==> src/rtl/uart_rxs_pkg.sv <==
package uart_rxs_pkg;
  typedef enum logic [2:0] {
    RS_IDLE,
    RS_START,
    RS_DATA,
    RS_STOP,
    RS_HOLD
  } rx_state_t;

  localparam int STAT_W = 8;
  localparam int BIT_EN = 0;
  localparam int BIT_OE = 1;
  localparam int BIT_BR = 2;
  localparam int BIT_FE = 3;
endpackage

==> src/rtl/uart_rxs_sync.sv <==
module uart_rxs_sync #(
  parameter int   STAGES = 2,
  parameter logic INIT   = 1'b1
) (
  input  logic clk,
  input  logic rst_n,
  input  logic d,
  output logic q
);
  logic [STAGES-1:0] s;

  generate
    for (genvar i = 0; i < STAGES; i++) begin : g_stage
      if (i == 0) begin : g_first
        always_ff @(posedge clk or negedge rst_n)
          if (!rst_n) s[0] <= INIT;
          else        s[0] <= d;
      end else begin : g_next
        always_ff @(posedge clk or negedge rst_n)
          if (!rst_n) s[i] <= INIT;
          else        s[i] <= s[i-1];
      end
    end
  endgenerate

  assign q = s[STAGES-1];
endmodule

==> src/rtl/uart_rxs_frame.sv <==
module uart_rxs_frame
  import uart_rxs_pkg::*;
#(
  parameter int OVS       = 16,
  parameter int BASE_BITS = 8
) (
  input  logic                 clk,
  input  logic                 rst_n,
  input  logic                 tick,
  input  logic                 rx,
  input  logic                 frame9,
  output logic                 done,
  output logic [BASE_BITS:0]   data,
  output logic                 stop_bit,
  output logic                 all_zero
);
  localparam int DW    = BASE_BITS + 1;
  localparam int CNT_W = $clog2(OVS);
  localparam int IDX_W = $clog2(DW);
  localparam int MID   = OVS / 2;
  localparam logic [CNT_W-1:0] MID_C  = CNT_W'(MID - 1);
  localparam logic [CNT_W-1:0] LAST_C = CNT_W'(OVS - 1);

  rx_state_t        st;
  logic [CNT_W-1:0] cnt;
  logic [IDX_W-1:0] idx;
  logic [DW-1:0]    shreg;
  logic             zero;
  logic [IDX_W-1:0] last_idx;

  assign last_idx = frame9 ? IDX_W'(DW - 1) : IDX_W'(DW - 2);

  always_ff @(posedge clk or negedge rst_n) begin
    if (!rst_n) begin
      st    <= RS_IDLE;
      cnt   <= '0;
      idx   <= '0;
      shreg <= '0;
      zero  <= 1'b1;
    end else if (st == RS_HOLD) begin
      if (rx) st <= RS_IDLE;
    end else if (tick) begin
      case (st)
        RS_IDLE: begin
          if (!rx) begin
            st  <= RS_START;
            cnt <= '0;
          end
        end
        RS_START: begin
          if (cnt == MID_C) begin
            if (rx) st <= RS_IDLE;
            else begin
              st    <= RS_DATA;
              cnt   <= '0;
              idx   <= '0;
              shreg <= '0;
              zero  <= 1'b1;
            end
          end else cnt <= cnt + 1'b1;
        end
        RS_DATA: begin
          if (cnt == LAST_C) begin
            cnt        <= '0;
            shreg[idx] <= rx;
            zero       <= zero & ~rx;
            if (idx == last_idx) st <= RS_STOP;
            else                 idx <= idx + 1'b1;
          end else cnt <= cnt + 1'b1;
        end
        RS_STOP: begin
          if (cnt == LAST_C) begin
            cnt <= '0;
            st  <= rx ? RS_IDLE : RS_HOLD;
          end else cnt <= cnt + 1'b1;
        end
        default: st <= RS_IDLE;
      endcase
    end
  end

  assign done     = (st == RS_STOP) && tick && (cnt == LAST_C);
  assign data     = shreg;
  assign stop_bit = rx;
  assign all_zero = zero;

  // without a tick the sampling state does not move (hold state excepted)
  assert_tick_gate_R11: assert property (@(posedge clk) disable iff (!rst_n)
    (!tick && st != RS_HOLD) |=> ($stable(st) && $stable(cnt)));

  // after a low stop bit the receiver stays parked while the line is low
  assert_hold_low_R5: assert property (@(posedge clk) disable iff (!rst_n)
    (done && !rx) |=> (st == RS_HOLD));
endmodule

==> src/rtl/uart_rxs_status.sv <==
module uart_rxs_status
  import uart_rxs_pkg::*;
#(
  parameter int DW = 9
) (
  input  logic              clk,
  input  logic              rst_n,
  input  logic              done,
  input  logic [DW-1:0]     frm_data,
  input  logic              stop_bit,
  input  logic              all_zero,
  input  logic              take,
  input  logic              wr,
  input  logic [STAT_W-1:0] wdata,
  output logic              valid,
  output logic [DW-1:0]     dout,
  output logic [STAT_W-1:0] stat,
  output logic              irq
);
  logic en, oe, br, fe;
  logic blocked, set_fe, set_br, set_oe;

  assign blocked = valid & ~take;
  assign set_fe  = done & ~stop_bit;
  assign set_br  = done & ~stop_bit & all_zero;
  assign set_oe  = done & blocked;

  always_ff @(posedge clk or negedge rst_n) begin
    if (!rst_n) begin
      en    <= 1'b0;
      oe    <= 1'b0;
      br    <= 1'b0;
      fe    <= 1'b0;
      valid <= 1'b0;
      dout  <= '0;
    end else begin
      if (wr) en <= wdata[BIT_EN];
      fe <= (fe & ~(wr & wdata[BIT_FE])) | set_fe;
      br <= (br & ~(wr & wdata[BIT_BR])) | set_br;
      oe <= (oe & ~(wr & wdata[BIT_OE])) | set_oe;
      if (done && !blocked) begin
        valid <= 1'b1;
        dout  <= frm_data;
      end else if (take) begin
        valid <= 1'b0;
      end
    end
  end

  assign stat = {{(STAT_W-4){1'b0}}, fe, br, oe, en};
  assign irq  = valid | (en & (oe | br | fe));

  assert_en_hold_R8: assert property (@(posedge clk) disable iff (!rst_n)
    !wr |=> $stable(en));

  assert_fe_sticky_R7: assert property (@(posedge clk) disable iff (!rst_n)
    (fe && !(wr && wdata[BIT_FE])) |=> fe);

  assert_oe_keep_R6: assert property (@(posedge clk) disable iff (!rst_n)
    (done && valid && !take) |=> (oe && valid && $stable(dout)));

  assert_set_wins_R10: assert property (@(posedge clk) disable iff (!rst_n)
    (done && !stop_bit) |=> fe);

  assert_brk_fe_R5: assert property (@(posedge clk) disable iff (!rst_n)
    $rose(br) |-> fe);

  assert_take_R3: assert property (@(posedge clk) disable iff (!rst_n)
    (valid && take && !done) |=> !valid);
endmodule

==> src/rtl/uart_rx_status.sv <==
module uart_rx_status
  import uart_rxs_pkg::*;
#(
  parameter int OVS         = 16,
  parameter int BASE_BITS   = 8,
  parameter int SYNC_STAGES = 2
) (
  input  logic               clk,
  input  logic               rst_n,
  input  logic               tick,
  input  logic               rxd,
  input  logic               frame9,
  output logic               rx_valid,
  input  logic               rx_ready,
  output logic [BASE_BITS:0] rx_data,
  input  logic               reg_wr,
  input  logic [7:0]         reg_wdata,
  output logic [7:0]         reg_rdata,
  output logic               irq
);
  localparam int DW = BASE_BITS + 1;

  logic          rx_s;
  logic          done, stop_bit, all_zero;
  logic [DW-1:0] frm_data;

  uart_rxs_sync #(.STAGES(SYNC_STAGES), .INIT(1'b1)) u_sync (
    .clk(clk), .rst_n(rst_n), .d(rxd), .q(rx_s)
  );

  uart_rxs_frame #(.OVS(OVS), .BASE_BITS(BASE_BITS)) u_frame (
    .clk(clk), .rst_n(rst_n), .tick(tick), .rx(rx_s), .frame9(frame9),
    .done(done), .data(frm_data), .stop_bit(stop_bit), .all_zero(all_zero)
  );

  uart_rxs_status #(.DW(DW)) u_status (
    .clk(clk), .rst_n(rst_n), .done(done), .frm_data(frm_data),
    .stop_bit(stop_bit), .all_zero(all_zero), .take(rx_ready),
    .wr(reg_wr), .wdata(reg_wdata), .valid(rx_valid), .dout(rx_data),
    .stat(reg_rdata), .irq(irq)
  );
endmodule

==> config.mk <==
export PLATFORM = sky130hd
export DESIGN_NAME = uart_rx_status
export DESIGN_NICKNAME = d
export VERILOG_FILES = /design/src/rtl/uart_rxs_pkg.sv /design/src/rtl/uart_rxs_sync.sv /design/src/rtl/uart_rxs_frame.sv /design/src/rtl/uart_rxs_status.sv /design/src/rtl/uart_rx_status.sv
export SDC_FILE = /design/constraint.sdc
export NUM_CORES = 1
export LEC_CHECK = 0
export BUFFER_PORTS_ARGS = -buffer_cell sky130_fd_sc_hd__buf_2
export CORE_ASPECT_RATIO = 1.75
export CORE_MARGIN = 2
export CORE_UTILIZATION = 59
export DETAILED_ROUTE_END_ITERATION = 16
export GPL_ROUTABILITY_DRIVEN = 0
export PLACE_DENSITY = 0.85
export SLEW_MARGIN = 10
export SYNTH_ARGS = -nofsm -noshare
export SYNTH_HDL_FRONTEND = slang
export SYNTH_HIERARCHICAL = 1
export SYNTH_SLANG_ARGS = --single-unit
==> constraint.sdc <==
create_clock -name clk -period 3.48 [get_ports clk]
set_input_delay 0.174 -clock clk [delete_from_list [all_inputs] [get_ports clk]]
set_output_delay 0.174 -clock clk [all_outputs]
set_load 0.01 [all_outputs]
==> reports/results.tsv, run 1 <==
metric	value	unit
area grow syn2layout	10.2	%
CTS clk-pin slew, worst paths	70	ps
Buf/Inv on CP	0	
Buffers on Ports	25	
initial antenna violation count	0	
Post CTS Setup Buffer Count	0	
Synth Register Bits	37	
GRT overflow	0	
routed len/inst	15.8	µm
max incr delay on CP	520	ps
layout cells sized above 1	26.7	%
vias in the first global route	1510	
Clock Latency Late Sink	290	ps
asr flop ratio synth	100	%
Leak	1.12	nW
relative slew slack	46.9	%
sequential fraction of the synthesis area	47.3	%
Boundary Pins	34	
drt drc	0	
fmax	0.500	GHz
fillers	263	
number of max-cap violations	0	
Starting Density	61.9	%
clk root buf	clkbuf_8	
Pre-antenna DRT Iters	4	
Total GRT Usage	24.4	%
Antenna diodes	0	
WP data required	3650	ps
Synth Instances	182	
Die X-Extent	47.6	µm
clock sink count	37	
Design Power	0.00130	W
Synth Flop Type	dfrtp_1	
measured slew at the worst slew-check pin	797	ps
Sequential cell area	930	µm²
chip height	80.3	µm
Worst VDD drop	375	µV
warnings from Yosys	6	
Slew Limit Fails	0	
hpwl dp	2910	µm
H-tree levels	2	
setup TNS	0	ps
aggregate routed wire length	3940	µm
CP max-delay cell	nor3_1	
Synth Cell Area	0.00196	mm²
CP Launch Type	flop	
Clock Skews	6.73	ps
Die ar.	0.00383	mm²
drt first-iter violations	27	
CTS tree	built	
post-CTS sizing	0	
Core Area	0.00318	mm²
RSZ-0062 raised after global routing	false	
number of vias per cell	6.03	
Vias	1501	
TritonCTS buffer count	5	
first-pass GRT wire length	6600	µm
final period utilization	57.4	%
crit path time final	2000	ps
WS Path Type	reg2reg	
Post-synth EDFFs	0	
critical path fanouts, max	11	
Setup crit end kind	flop	
row cnt	27	
pin count of the biggest net entering global routing	38	
nets	225	
Syn Area/Cell	10.8	µm²
Antenna Nets Post-Route	0	
crit path cell chain	nand2b_1 -> nor3_1 -> nand2_4 -> mux2_2	
crit path DAT	2170	ps
Final setup viols	0	
status	finished, final reports clean	
Yosys cell types	50	
CTS Hold Buffers Added	2	
Hold Path Class	in2reg	
Longest Clk Path Bufs	2	
footprint of the multi-input gates	927	µm²
critical path's top delay family	simple AND/OR/NAND/NOR gates	
Final Hold Fails	0	
Pwr Density	600	mW/mm²
-- state kept, by name (all words and copies together), names as in the netlist --
register          cells
u_frame/cnt           4
u_sync/q              1
u_frame/idx           4
u_status/oe           1
u_status/br           1
u_status/dout         9
u_frame/all_zero      1
u_frame/data          9
u_status/en           1
u_status/valid        1
u_frame/st            3
u_sync/s              1
u_status/fe           1
-- power breakdown --
part	leakage [nW]	switching [W]	internal, W
logic	0.594	0.000225	0.000165
clock network	0.0439	0.000154	0.000138
registers	0.480	0.000100	0.000516
-- layer usage --
metal,vias up,wire length [µm],track usage [%]
met5,-,0,0
met4,0,180,14.6
met3,18,119,5.17
met2,34,2230,42.3
met1,757,1410,24.7
li1,692,-,-
-- kinds of logic (layout without fill, tap and decap cells) --
logic type	Yosys count	after routing	share of synthesized area, %
other	1	4	0.191
AO/OA/AOI/OAI	28	28	10.8
buffers and inverters	20	41	6.05
adder cells (fa/ha/maj)	5	5	3.18
flip-flops	37	37	47.3
XOR/XNOR	2	2	0.892
AND/OR/NAND/NOR	65	65	18.5
multiplexers	24	24	13.0
-- worst paths after layout --
kind / start / endpoint / slack, ps / cells past startpoint
min in group asynchronous: rst_n / u_frame/data[1] / 500 / 2
worst max register to register: u_frame/st[2] / u_status/dout[8] / 1480 / 4
worst min register to register: u_sync/s[0] / u_sync/q / 360 / 0
worst max-delay path: u_frame/st[2] / u_status/dout[8] / 1480 / 4
worst min-delay path: reg_wdata[0] / u_status/en / 110 / 2
max in group asynchronous: rst_n / u_status/oe / 2480 / 2
-- worst reg2reg max path, delay by kind of cell (launching register included) --
family           cells  cell delay [ps]
AND/OR/NAND/NOR      3             1060
flip-flops           1              490
multiplexers         1              330
-- metrics by stage --
step	hold slack, ps	setup slack [ps]	utilization (%)	std cells	area (µm²)
2_1_floorplan	-122	1790	-	185	1980
3_3_place_gp	280	1630	64.8	239	2060
3_5_place_dp	281	1540	64.8	239	2060
4_1_cts	106	1510	68.2	249	2160
5_1_grt	103	1390	68.2	249	2160
6_report	114	1480	68.2	249	2160
-- synthesized netlist by cell type (3+ instances only) --
| cell type | number | area, µm² |
|---|---|---|
| inv_1 | 6 | 22.5 |
| mux2i_1 | 12 | 120 |
| o21ai_0 | 3 | 15.0 |
| nand2b_1 | 5 | 31.3 |
| nand2_1 | 20 | 75.1 |
| nand4_1 | 9 | 56.3 |
| mux2_2 | 12 | 135 |
| a21o_1 | 4 | 30.0 |
| buf_4 | 9 | 67.6 |
| nor2_1 | 8 | 30.0 |
| dfstp_2 | 3 | 78.8 |
| dfrtp_1 | 34 | 851 |
| a211oi_1 | 3 | 22.5 |
| nor3_1 | 3 | 15.0 |
| ha_1 | 5 | 62.6 |
-- cell usage in the layout (no fill, tap or decap), types with 2 or more instances in the layout --
cell / instances
a21o_1: 4
buf_2: 25
a211oi_1: 3
o21ai_0: 3
nand2_1: 20
and3_1: 2
clkbuf_8: 5
conb_1: 4
dfrtp_1: 34
a21oi_2: 2
nand3_1: 2
nor2_1: 8
dlygate4sd3_1: 2
nor3b_1: 2
or3b_2: 2
a21oi_1: 2
nor3_1: 3
mux2i_1: 12
dfstp_2: 3
clkinv_2: 2
nand2b_1: 5
o221ai_1: 2
ha_1: 5
o2bb2ai_1: 2
a22o_1: 2
mux2_2: 12
inv_1: 6
nand4_1: 9
-- layout make-up --
| cell class | count | share of cell area [%] |
|---|---|---|
| clock inverter | 3 | 0.809 |
| multi-input combinational | 128 | 42.8 |
| tap | 43 | 2.49 |
| clock buffer | 5 | 3.18 |
| inverter | 6 | 1.04 |
| timing repair buffer | 27 | 6.71 |
| sequential | 37 | 42.9 |
Note: power is estimated with default switching activity, not from simulation.
==> run 2, diff against run 1 <==
--- a/config.mk
+++ b/config.mk
@@ -8,10 +8,10 @@
 export BUFFER_PORTS_ARGS = -buffer_cell sky130_fd_sc_hd__buf_2
 export CORE_ASPECT_RATIO = 1.75
 export CORE_MARGIN = 2
-export CORE_UTILIZATION = 59
+export CORE_UTILIZATION = 55
 export DETAILED_ROUTE_END_ITERATION = 16
 export GPL_ROUTABILITY_DRIVEN = 0
-export PLACE_DENSITY = 0.85
+export PLACE_DENSITY = 0.8
 export SLEW_MARGIN = 10
 export SYNTH_ARGS = -nofsm -noshare
 export SYNTH_HDL_FRONTEND = slang
==> constraint.sdc (replaced) <==
create_clock -name clk -period 2 [get_ports clk]
set_input_delay 0.1 -clock clk [delete_from_list [all_inputs] [get_ports clk]]
set_output_delay 0.1 -clock clk [all_outputs]
set_load 0.01 [all_outputs]
==> reports/results.tsv, run 2 (same netlist as run 1, synthesis figures left out) <==
metric	value	unit
Setup crit end kind	flop	
drt drc	0	
critical path fanouts, max	6	
Design Power	0.00226	W
Die ar.	0.00408	mm²
relative slew slack	46.5	%
WS Path Type	reg2reg	
GRT overflow	0	
initial antenna violation count	0	
Core Area	0.00340	mm²
Boundary Pins	34	
Reg2Reg Depth	5	
Die X-Extent	49.2	µm
measured slew at the worst slew-check pin	803	ps
crit path DAT	2020	ps
first-pass GRT wire length	6680	µm
vias in the first global route	1491	
Hold Path Class	in2reg	
Final setup viols	0	
nets	226	
number of vias per cell	5.62	
commonest non-fill, non-tap cell in the layout	dfrtp_1	
aggregate routed wire length	3760	µm
Leak	1.12	nW
Total GRT Usage	21.0	%
clock sink count	37	
RSZ-0062 raised after global routing	false	
CTS clk-pin slew, worst paths	70	ps
routed len/inst	14.9	µm
Starting Density	57.8	%
Buffers on Ports	25	
Slew Limit Fails	0	
row cnt	28	
hpwl dp	2830	µm
reg2reg start	u_frame/cnt[0]	
commonest non-fill, non-tap cells in the layout	34 x dfrtp_1, 25 x buf_2, 20 x nand2_1	
chip height	83.1	µm
Worst VDD drop	717	µV
TritonCTS buffer count	5	
final period utilization	91.1	%
Buf/Inv on CP	0	
crit path time final	1820	ps
fin cells	252	
area grow syn2layout	10.9	%
critical path's top delay family	compound AO/OA/AOI/OAI gates	
Final Hold Fails	0	
WP data required	2200	ps
reg2reg setup slack	180	ps
Post CTS Setup Buffer Count	0	
Clock Latency Late Sink	290	ps
Antenna diodes	0	
Antenna Nets Post-Route	0	
pin count of the biggest net entering global routing	38	
number of max-cap violations	0	
clk root buf	clkbuf_8	
Pwr Density	1040	mW/mm²
Pre-antenna DRT Iters	4	
crit path cell chain	ha_1 -> nand4bb_1 -> a221o_1 -> a21oi_2 -> mux2i_1	
status	finished, final reports clean	
hold depth	2	
worst hold start	reg_wdata[0]	
max incr delay on CP	410	ps
setup TNS	0	ps
reg2reg end	u_frame/idx[1]	
hold path endpoint	u_status/en	
H-tree levels	2	
fmax	0.549	GHz
CTS tree	built	
placed insts	242	
layout cells sized above 1	27.1	%
Longest Clk Path Bufs	2	
CP Launch Type	flop	
drt first-iter violations	24	
Vias	1417	
CP max-delay cell	a221o_1	
Clock Skews	7.85	ps
[run 2: changes by cell type in the layout (fill, tap and decap cells not counted)]
cell / before / now
buf_4: 0 / 1
inv_6: 0 / 1
clkinv_2: 2 / 1
[run 2: metrics by stage]
stage                     hold slack [ps]  setup WS, ps  util (%)  instance area [µm²]
after detailed placement              207           186      60.9                 2070
after global placement                205           242      60.9                 2070
final                                35.9           177      64.1                 2180
after global routing                 39.9          53.8      64.1                 2180
after floorplan                      -196           305         -                 1980
after CTS                            29.3           163      64.1                 2180
[run 2: timing repair]
action                                  in CTS  in global routing
gates resized for setup                      0                  0
hold buffers                                 2                  0
endpoints found under the setup margin       0                  0
hold endpoints to repair                    35                  0
[run 2: how the worst max path moves through the flow]
stage / slack [ps] / startpoint / endpoint / cells after the start
floorplan: 310 / u_frame/st[2] / u_frame/st[0] / 4
global placement: 240 / u_frame/cnt[0] / u_frame/idx[1] / 5
detailed placement: 190 / u_frame/cnt[0] / u_frame/idx[1] / 5
CTS: 160 / u_frame/cnt[0] / u_frame/idx[1] / 5
global route: 50 / u_frame/cnt[0] / u_frame/idx[0] / 5
finish: 180 / u_frame/cnt[0] / u_frame/idx[1] / 5
[run 2: power breakdown]
group          internal [W]  total [W]  switching [W]  leakage (nW)
sequential         0.000898    0.00107       0.000173         0.480
combinational      0.000288   0.000673       0.000385         0.599
clock              0.000247   0.000520       0.000273        0.0445
total               0.00143    0.00226       0.000831          1.12
[run 2: metal layers]
layer / global-route usage [%] / up-vias / part of all wire, %
met1: 21.9 / 700 / 37
met4: 9.61 / 0 / 2.4
met5: 0 / - / 0
met3: 4.50 / 8 / 2.7
met2: 38.7 / 24 / 58
li1: - / 685 / -
[run 2: area by class of cell]
| cell class | instances | area (µm²) |
|---|---|---|
| Clock buffer | 5 | 68.8 |
| Clock inverter | 3 | 21.3 |
| Fill cell | 291 | 1220 |
| Inverter | 6 | 22.5 |
| Multi-Input combinational cell | 128 | 927 |
| Sequential cell | 37 | 930 |
| Tap cell | 45 | 56.3 |
| Timing Repair Buffer | 28 | 153 |
